==> src/rtl/rxs_pkg.sv <==
package rxs_pkg;

  typedef enum logic [2:0] {
    ST_IDLE,
    ST_START,
    ST_DATA,
    ST_STOP,
    ST_HUNT
  } rx_state_e;

  // index of the final bit of a frame (data bits plus optional parity)
  function automatic logic [3:0] frame_last(input logic [2:0] fmt);
    return 4'd4 + {2'b00, fmt[2:1]} + {3'b000, fmt[0]};
  endfunction

endpackage

==> src/rtl/rxs_frame.sv <==
module rxs_frame
  import rxs_pkg::*;
#(
  parameter int OSR = 8,
  parameter int DW  = 8
) (
  input  logic          clk,
  input  logic          rst,
  input  logic          tick,
  input  logic          rx,
  input  logic          cfg_sync,
  input  logic [2:0]    cfg_fmt,
  input  logic          cfg_del,
  output logic          char_vld,
  output logic [DW-1:0] char_data,
  output logic          char_par,
  output logic          char_ferr
);
  localparam int CW = (OSR > 1) ? $clog2(OSR) : 1;
  localparam int IW = $clog2(DW + 2);
  localparam logic [CW-1:0] MID_C = CW'(OSR / 2 - 1);
  localparam logic [CW-1:0] END_C = CW'(OSR - 1);
  localparam logic [IW-1:0] SYNC_LAST = IW'(DW - 1);

  rx_state_e     state;
  logic [CW-1:0] cnt;
  logic [IW-1:0] idx;
  logic [IW-1:0] last_idx;
  logic [DW:0]   sreg;

  always_ff @(posedge clk) begin
    char_vld <= 1'b0;
    if (rst) begin
      state     <= ST_IDLE;
      cnt       <= '0;
      idx       <= '0;
      last_idx  <= '0;
      sreg      <= '0;
      char_data <= '0;
      char_par  <= 1'b0;
      char_ferr <= 1'b0;
    end else if (tick) begin
      if (cfg_sync) begin
        // free-running bit clock, eight bits per byte
        state <= ST_IDLE;
        cnt   <= (cnt == END_C) ? '0 : cnt + 1'b1;
        if (cnt == MID_C) begin
          sreg[idx] <= rx;
          if (idx == SYNC_LAST) begin
            idx       <= '0;
            char_vld  <= 1'b1;
            char_data <= {rx, sreg[DW-2:0]};
            char_par  <= ~^{rx, sreg[DW-2:0]};
            char_ferr <= 1'b0;
          end else begin
            idx <= idx + 1'b1;
          end
        end
      end else begin
        unique case (state)
          ST_IDLE: begin
            if (!rx) begin
              state <= ST_START;
              cnt   <= '0;
            end
          end
          ST_START: begin
            if (cnt == MID_C) begin
              cnt <= '0;
              if (rx) begin
                state <= ST_IDLE;
              end else begin
                state    <= ST_DATA;
                idx      <= '0;
                sreg     <= '0;
                last_idx <= IW'(frame_last(cfg_fmt));
              end
            end else begin
              cnt <= cnt + 1'b1;
            end
          end
          ST_DATA: begin
            if (cnt == END_C) begin
              cnt       <= '0;
              sreg[idx] <= rx;
              if (idx == last_idx) state <= ST_STOP;
              else idx <= idx + 1'b1;
            end else begin
              cnt <= cnt + 1'b1;
            end
          end
          ST_STOP: begin
            if (cnt == END_C) begin
              cnt       <= '0;
              char_vld  <= 1'b1;
              char_data <= sreg[DW-1:0];
              char_par  <= ~^sreg;
              if (rx) begin
                char_ferr <= 1'b0;
                state     <= ST_IDLE;
              end else if (sreg == '0) begin
                char_ferr <= 1'b1;   // break
                state     <= ST_HUNT;
              end else if (cfg_del) begin
                char_ferr <= 1'b0;   // stop deleted: this low is the next start
                state     <= ST_DATA;
                idx       <= '0;
                sreg      <= '0;
                last_idx  <= IW'(frame_last(cfg_fmt));
              end else begin
                char_ferr <= 1'b1;
                state     <= ST_HUNT;
              end
            end else begin
              cnt <= cnt + 1'b1;
            end
          end
          ST_HUNT: begin
            if (rx) state <= ST_IDLE;
          end
          default: state <= ST_IDLE;
        endcase
      end
    end
  end

  // a start that is high again at mid-bit yields no character
  p_glitch_drop_r2: assert property (@(posedge clk) disable iff (rst)
    (tick && !cfg_sync && state == ST_START && cnt == MID_C && rx)
      |=> (state == ST_IDLE && !char_vld));

  // while waiting for the line to rise after an error, nothing is delivered
  p_hunt_quiet_r6: assert property (@(posedge clk) disable iff (rst)
    (state == ST_HUNT) |=> !char_vld);

  // synchronous bytes never carry a framing error
  p_sync_noferr_r9: assert property (@(posedge clk) disable iff (rst)
    (char_vld && $past(cfg_sync)) |-> !char_ferr);

endmodule

==> src/rtl/rxs_hold.sv <==
module rxs_hold #(
  parameter int DW = 8
) (
  input  logic          clk,
  input  logic          rst,
  input  logic          char_vld,
  input  logic [DW-1:0] char_data,
  input  logic          char_par,
  input  logic          char_ferr,
  input  logic          status_rd,
  input  logic          data_rd,
  output logic [DW-1:0] rx_data,
  output logic          rx_ready,
  output logic          rx_overflow,
  output logic          rx_par_even,
  output logic          rx_frame_err
);
  logic unread;

  always_ff @(posedge clk) begin
    if (rst) begin
      rx_data      <= '0;
      rx_ready     <= 1'b0;
      rx_overflow  <= 1'b0;
      rx_par_even  <= 1'b0;
      rx_frame_err <= 1'b0;
      unread       <= 1'b0;
    end else if (char_vld) begin
      rx_data      <= char_data;
      rx_par_even  <= char_par;
      rx_frame_err <= char_ferr;
      rx_ready     <= 1'b1;
      unread       <= 1'b1;
      rx_overflow  <= rx_overflow | unread;
    end else begin
      if (status_rd) rx_ready <= 1'b0;
      if (data_rd) begin
        rx_overflow <= 1'b0;
        unread      <= 1'b0;
      end
    end
  end

  // a status read with no new character leaves ready low
  p_ready_clr_r7: assert property (@(posedge clk) disable iff (rst)
    (status_rd && !char_vld) |=> !rx_ready);

  // a data read with no new character clears overflow
  p_ovf_clr_r8: assert property (@(posedge clk) disable iff (rst)
    (data_rd && !char_vld) |=> !rx_overflow);

  // overflow only ever appears alongside a fresh character
  p_ovf_with_ready_r8: assert property (@(posedge clk) disable iff (rst)
    $rose(rx_overflow) |-> rx_ready);

  // a character with a framing error is still presented as ready
  p_ferr_keeps_data_r4: assert property (@(posedge clk) disable iff (rst)
    (char_vld && char_ferr) |=> (rx_ready && rx_frame_err));

endmodule

==> src/rtl/rxs_deser.sv <==
module rxs_deser #(
  parameter int OSR = 8,
  parameter int DW  = 8
) (
  input  logic          clk,
  input  logic          rst,
  input  logic          sample_en,
  input  logic          rx_bit,
  input  logic          cfg_sync,
  input  logic [2:0]    cfg_fmt,
  input  logic          cfg_stop_del,
  input  logic          status_rd,
  input  logic          data_rd,
  output logic [DW-1:0] rx_data,
  output logic          rx_ready,
  output logic          rx_overflow,
  output logic          rx_par_even,
  output logic          rx_frame_err
);
  logic          char_vld;
  logic [DW-1:0] char_data;
  logic          char_par;
  logic          char_ferr;

  rxs_frame #(.OSR(OSR), .DW(DW)) u_frame (
    .clk       (clk),
    .rst       (rst),
    .tick      (sample_en),
    .rx        (rx_bit),
    .cfg_sync  (cfg_sync),
    .cfg_fmt   (cfg_fmt),
    .cfg_del   (cfg_stop_del),
    .char_vld  (char_vld),
    .char_data (char_data),
    .char_par  (char_par),
    .char_ferr (char_ferr)
  );

  rxs_hold #(.DW(DW)) u_hold (
    .clk          (clk),
    .rst          (rst),
    .char_vld     (char_vld),
    .char_data    (char_data),
    .char_par     (char_par),
    .char_ferr    (char_ferr),
    .status_rd    (status_rd),
    .data_rd      (data_rd),
    .rx_data      (rx_data),
    .rx_ready     (rx_ready),
    .rx_overflow  (rx_overflow),
    .rx_par_even  (rx_par_even),
    .rx_frame_err (rx_frame_err)
  );

endmodule

==> config.mk <==
export PLATFORM = sky130hd
export DESIGN_NAME = rxs_deser
export DESIGN_NICKNAME = d
export VERILOG_FILES = /design/src/rtl/rxs_pkg.sv /design/src/rtl/rxs_frame.sv /design/src/rtl/rxs_hold.sv /design/src/rtl/rxs_deser.sv
export SDC_FILE = /design/constraint.sdc
export NUM_CORES = 1
export LEC_CHECK = 0
export BUFFER_PORTS_ARGS = -buffer_cell sky130_fd_sc_hd__buf_2
export CAP_MARGIN = 20
export CORE_MARGIN = 8
export CORE_UTILIZATION = 59
export DETAILED_ROUTE_END_ITERATION = 8
export PLACE_DENSITY_LB_ADDON = 0.1
export SKIP_CTS_REPAIR_TIMING = 1
export SLEW_MARGIN = 20
export SYNTH_ARGS = -nofsm -noshare
export SYNTH_HDL_FRONTEND = slang
export SYNTH_SLANG_ARGS = --single-unit
==> constraint.sdc <==
create_clock -name clk -period 2.96 [get_ports clk]
set_clock_uncertainty 0.05 [all_clocks]
set_input_delay 0.296 -clock clk [delete_from_list [all_inputs] [get_ports clk]]
set_output_delay 0.296 -clock clk [all_outputs]
set_load 0.02 [all_outputs]
== After elaboration in Yosys (flattened, before gate mapping) ==
Cells that the tools add are included.
Cells by class
  add/sub/neg operators: 4
  order comparisons: 2
  equality and inequality tests: 27
  muxes and demuxes: 77
  bitwise operators: 3
  reduce and logical (&&, ||, !) cells: 20
Operators by type and width (count)
  $mux W9: 9
  $mux W4: 17
  $mux W3: 14
  $mux W8: 5
  $pmux W9 S3: 1
  $mux W1: 24
  $ne A3 B3 Y1 const B: 7
  $pmux W3 S5: 1
  $ne A3 B2 Y1 const B: 4
  $pmux W4 S3: 1
  $reduce_and A11 Y1: 1
  $reduce_and A10 Y1: 1
  $reduce_bool A2 Y1: 5
  $bwmux W9: 1
  $eq A3 B2 Y1 const B: 3
  $logic_not A9 Y1: 1
  $pmux W3 S3: 1
  $reduce_and A9 Y1: 1
  $reduce_xnor A9 Y1: 1
  $ne A2 B1 Y1 const B: 4
  $ne A2 B2 Y1 const B: 4
  $pmux W4 S2: 1
  $reduce_bool A4 Y1: 2
  $reduce_xnor A8 Y1: 1
  other kinds (20): 23
Storage, ports and cells
  register bits after elaboration: 47
  input port bits: 11
  output and inout port bits: 12
  word-level logic and storage cells: 148

== Longest topological paths before layout ==
  word-level depth: 8
  gate-level depth with buffers: 9
  gate-level depth less buffers: 7

== By module ==
A second synthesis with hierarchy kept.
Unflattened totals
  cells, all modules: 281
  area total of the unflattened synthesis: 2464.9 um^2
By module, submodules not included
  rxs_frame: times used 1, cells an instance 237, area an instance 1999.4 um^2, seq. area each 680.7 um^2
  rxs_hold: times used 1, cells an instance 44, area an instance 465.4 um^2, seq. area each 260.2 um^2

== Worst setup path after synthesis ==
Ideal clock, no wire load.
  path type: register -> register
  from: reg u_frame.cnt[0]
  to: reg u_frame.idx[0]
  setup time: 0.071 ns
  arrival time: 2.075 ns
  data required time: 2.839 ns
  path slack: 0.764 ns
  cell stages (with the launch flop): 10
  path buffers: 2
  clock period less this slack: 2.196 ns
  cells stage by stage: dfxtp_1 ha_1 ha_1 or4b_2 o311ai_1 a221o_1 buf_6 buf_4 o21ai_0 a21oi_1
On the way
  word-level cells in the longest chain between the ends: 3
  elaborated cells on any way between the ends: 7
  those cells by class: eq/ne (6); reduce/logical (1)
Ends and longest elaborated chain
  start: declaration: RTL line rxs_frame.sv:26  | logic [CW-1:0] cnt;
  start signal: assignment: RTL line rxs_frame.sv:46  | cnt <= (cnt == END_C) ? '0 : cnt + 1'b1;
  start signal: assignment: RTL line rxs_frame.sv:79  | cnt <= cnt + 1'b1;
  start signal: assignment: RTL line rxs_frame.sv:89  | cnt <= cnt + 1'b1;
  $eq A3 B3 Y1 or $eq A3 B2 Y1 (tied branches)
  $ne A3 B2 Y1 (no source line) or $ne A2 B1 Y1 (tied branches)
  $reduce_and A11 Y1 (no source line) *
  end signal: assignment: RTL line rxs_frame.sv:56  | idx <= idx + 1'b1;
  end signal: assignment: RTL line rxs_frame.sv:87  | else idx <= idx + 1'b1;
  end: declaration: RTL line rxs_frame.sv:27  | logic [IW-1:0] idx;
Every way passes the cells marked *; elsewhere a longest branch is shown, timed or not.
A chain may end at the register's enable or synchronous reset.

== Worst setup path in the final report ==
  from: reg u_frame.cnt[0]
  to: reg u_frame.idx[2]
The elaborated chain is that of the path after synthesis.

==> impl_results.md <==
- Worst hold path type: in2reg
- Cell Area, Placed: 0.00258 mm2
- Final Power: 1.16 mW
- Hold Fails Final Rpt: 0
- Crit. Startpoint: u_frame.cnt[0]
- Setup TNS: 0 ps
- FFs w/ async S/R, synth: 0%
- Non-Filler Instances: 349
- Overflow after GRT: 0
- Die W: 80.9 um
- Post-Route WL: 4700 um
- Layout cell share with drive strength beyond 1: 13.0%
- Placed insts: 342
- Leading cell type in the layout, fill and taps excluded: dfxtp_1
- Min-delay src: data_rd
- Clock Sinks: 47
- Clk pin slew, worst setup/hold paths: 90 ps
- Vias in the first global route: 1745
- RR Startpoint: u_frame.cnt[0]
- Hpwl dp: 3300 um
- Mapped Area: 0.00248 mm2
- Detail Route Antenna Nets: 0
- # IOs: 23
- Final worst slack: 386 ps
- Int Power: 0.906 mW
- Mean Syn Cell Area: 8.69 um2
- RSZ-0062 raised after global routing: no
- Critical Path RT: 3130 ps
- Syn Inst Count: 286
- Switching Fraction: 22.1%
- Max frequency: 388 MHz
- Area share of the largest cell type after synthesis: 37.9%
- First-pass GRT wire length: 8160 um
- Number of flops mapped to enable cells by yosys: 0
- CTS max path bufs: 2
- H-tree Lvls: 2
- Post-layout nets: 324
- Worst setup SP type: flop
- Routed via count: 1943
- Flop pwr share: 55.0%
- Largest net degree at the start of global routing: 54
- Register area share after synthesis: 37.9%
- Status: finished, final reports clean
- NetSw: 0.258 mW
- Area grow syn2layout: 8.31%
- 1st-pass router iterations: 4
- Most frequent cells in the layout: 47 x dfxtp_1, 43 x nor2_1, 27 x mux2i_1
- Core Region: 0.00403 mm2
- Final Max Tran Viols: 0
- CP Capture Type: flop
- Wire length per cell: 13.5 um
- WP data arrival: 2740 ps
- Post-synth top area cell: dfxtp_1
- CTS tree: done
- DRC: 0
- Total die area: 0.00654 mm2
- Worst-margin pin slew: 882 ps
- Max_cap viols: 0
- Final period util: 87.0%
- IO Port Bufs: 22
- Combinational fraction of design power: 5.3%
- Design Area, Final: 0.00269 mm2
- Fill count: 358
- CTS root buf: clkbuf_8
- VDD IR max: 0.242 mV
- Overall routing resource usage: 15.4%
- Rows: 23
- Fin crit period: 2570 ps
- RR Endpoint: u_frame.idx[2]
- ANT cells: 0
- Routed vias/inst: 5.57
- Slew margin rel.: 41.2%
- Setup CP Type: reg2reg
- Worst Reg-to-Reg Cells: 8
- Yosys reg bits: 47
- Cts bufs inserted: 5
- Initial antenna violation count: 0
- Number of distinct library cells after synthesis: 44
- Power per cell area: 432 mW/mm2
- Dpl ws: 431 ps
- Final setup vio count: 0
- Clock power share: 39.7%
- Gpl congestion: 0.868
- Starting Density: 61.7%
- Synth Flop Type: dfxtp_1
- Crit-path max FO: 11
- Lkg Pwr: 1.03 nW
- Die height: 80.9 um
- Synth area leaders: dfxtp_1 38%, mux2i_1 11%, ha_1 7.0%, nor2_1 6.5%, a21oi_1 4.0%
- Worst-Skew Late Latency: 300 ps
- Post-Syn Nets: 311
- Worst setup path endpoint: u_frame.idx[2]
- Initial drt markers: 147
- Yosys warns: 0
- Reg2reg setup slack: 390 ps
[cell type report]
| cell class | count | area (um2) | area share (%) |
|---|---|---|---|
| clock inverter | 2 | 37.5 | 1.39 |
| timing repair buffer | 24 | 125 | 4.65 |
| tap | 50 | 62.6 | 2.32 |
| clock buffer | 5 | 68.8 | 2.56 |
| multi-input combinational | 203 | 1390 | 51.6 |
| sequential | 47 | 941 | 35.0 |
| inverter | 18 | 67.6 | 2.51 |
[state kept, by name, indices dropped and copies added (netlist names)]
signal / flops
u_frame.char_data: 8
u_frame.char_ferr: 1
u_frame.char_par: 1
u_frame.char_vld: 1
u_frame.cnt: 3
u_frame.idx: 4
u_frame.last_idx: 4
u_frame.sreg: 9
u_frame.state: 3
u_hold.rx_data: 8
u_hold.rx_frame_err: 1
u_hold.rx_overflow: 1
u_hold.rx_par_even: 1
u_hold.rx_ready: 1
u_hold.unread: 1
[synthesized netlist by cell type, types with 4 or more instances]
library cell   n
buf_2          4
nand2_1       14
o21ai_0       10
a211oi_1       4
xnor2_1        6
clkbuf_1      10
nand3b_1       5
a21oi_1       20
or2_2          4
o31ai_1        4
nand2b_1       7
mux2i_1       27
inv_1         18
ha_1          14
or4_1          4
dfxtp_1       47
nor2_1        43
nor2b_1        5
o2bb2ai_1      4
[stage by stage]
step	hold WS, ps	util, %
finish	206	66.8
floorplan	400	-
global route	224	66.8
global placement	403	64.2
detailed placement	414	64.2
CTS	198	66.8
[kinds of logic (layout without fill, tap and decap cells)]
| logic type | count (synthesis) | after routing | synth area share, % |
|---|---|---|---|
| simple gates | 98 | 98 | 20.8 |
| flops | 47 | 47 | 37.9 |
| compound gates | 55 | 55 | 13.9 |
| fa+ha+maj | 14 | 14 | 7.05 |
| mux | 27 | 27 | 10.9 |
| xor+xnor | 9 | 9 | 3.17 |
| buf+inv | 36 | 49 | 6.24 |
[how the worst min path moves through the flow]
stage | endpoint | slack (ps) | cells past startpoint
after floorplan | u_frame.last_idx[2] | 400 | 2
after global placement | u_hold.rx_overflow | 400 | 2
after detailed placement | u_frame.char_ferr | 410 | 2
after CTS | u_hold.rx_overflow | 200 | 4
after global routing | u_hold.rx_overflow | 220 | 4
final | u_hold.rx_overflow | 210 | 4
[critical path: stages, from the launching register on]
cell	delay, ps
dfxtp_1	360
ha_1	200
ha_1	260
nand2_1	70
a21o_1	180
a221o_1	460
buf_4	220
or4_1	510
a21oi_1	170
[routing by layer]
| layer | up-vias | GRT usage (%) | wire length, um | share of wire [%] |
|---|---|---|---|---|
| met1 | 892 | 21.0 | 2360 | 50 |
| met4 | 0 | 4.82 | 54 | 1.1 |
| met2 | 30 | 23.1 | 2090 | 44 |
| met5 | - | 0 | 0 | 0 |
| li1 | 1015 | - | - | - |
| met3 | 6 | 3.97 | 190 | 4.0 |
[power groups by stage]
| stage | clock network [mW] | logic, mW | registers, mW |
|---|---|---|---|
| after floorplan | 0 | 0.0482 | 0.652 |
| after global placement | 0 | 0.0606 | 0.654 |
| after detailed placement | 0 | 0.0616 | 0.655 |
| after CTS | 0.470 | 0.0619 | 0.640 |
| after global routing | 0.503 | 0.0692 | 0.641 |
| final | 0.462 | 0.0615 | 0.639 |
Power figures use the tool's default switching activity.
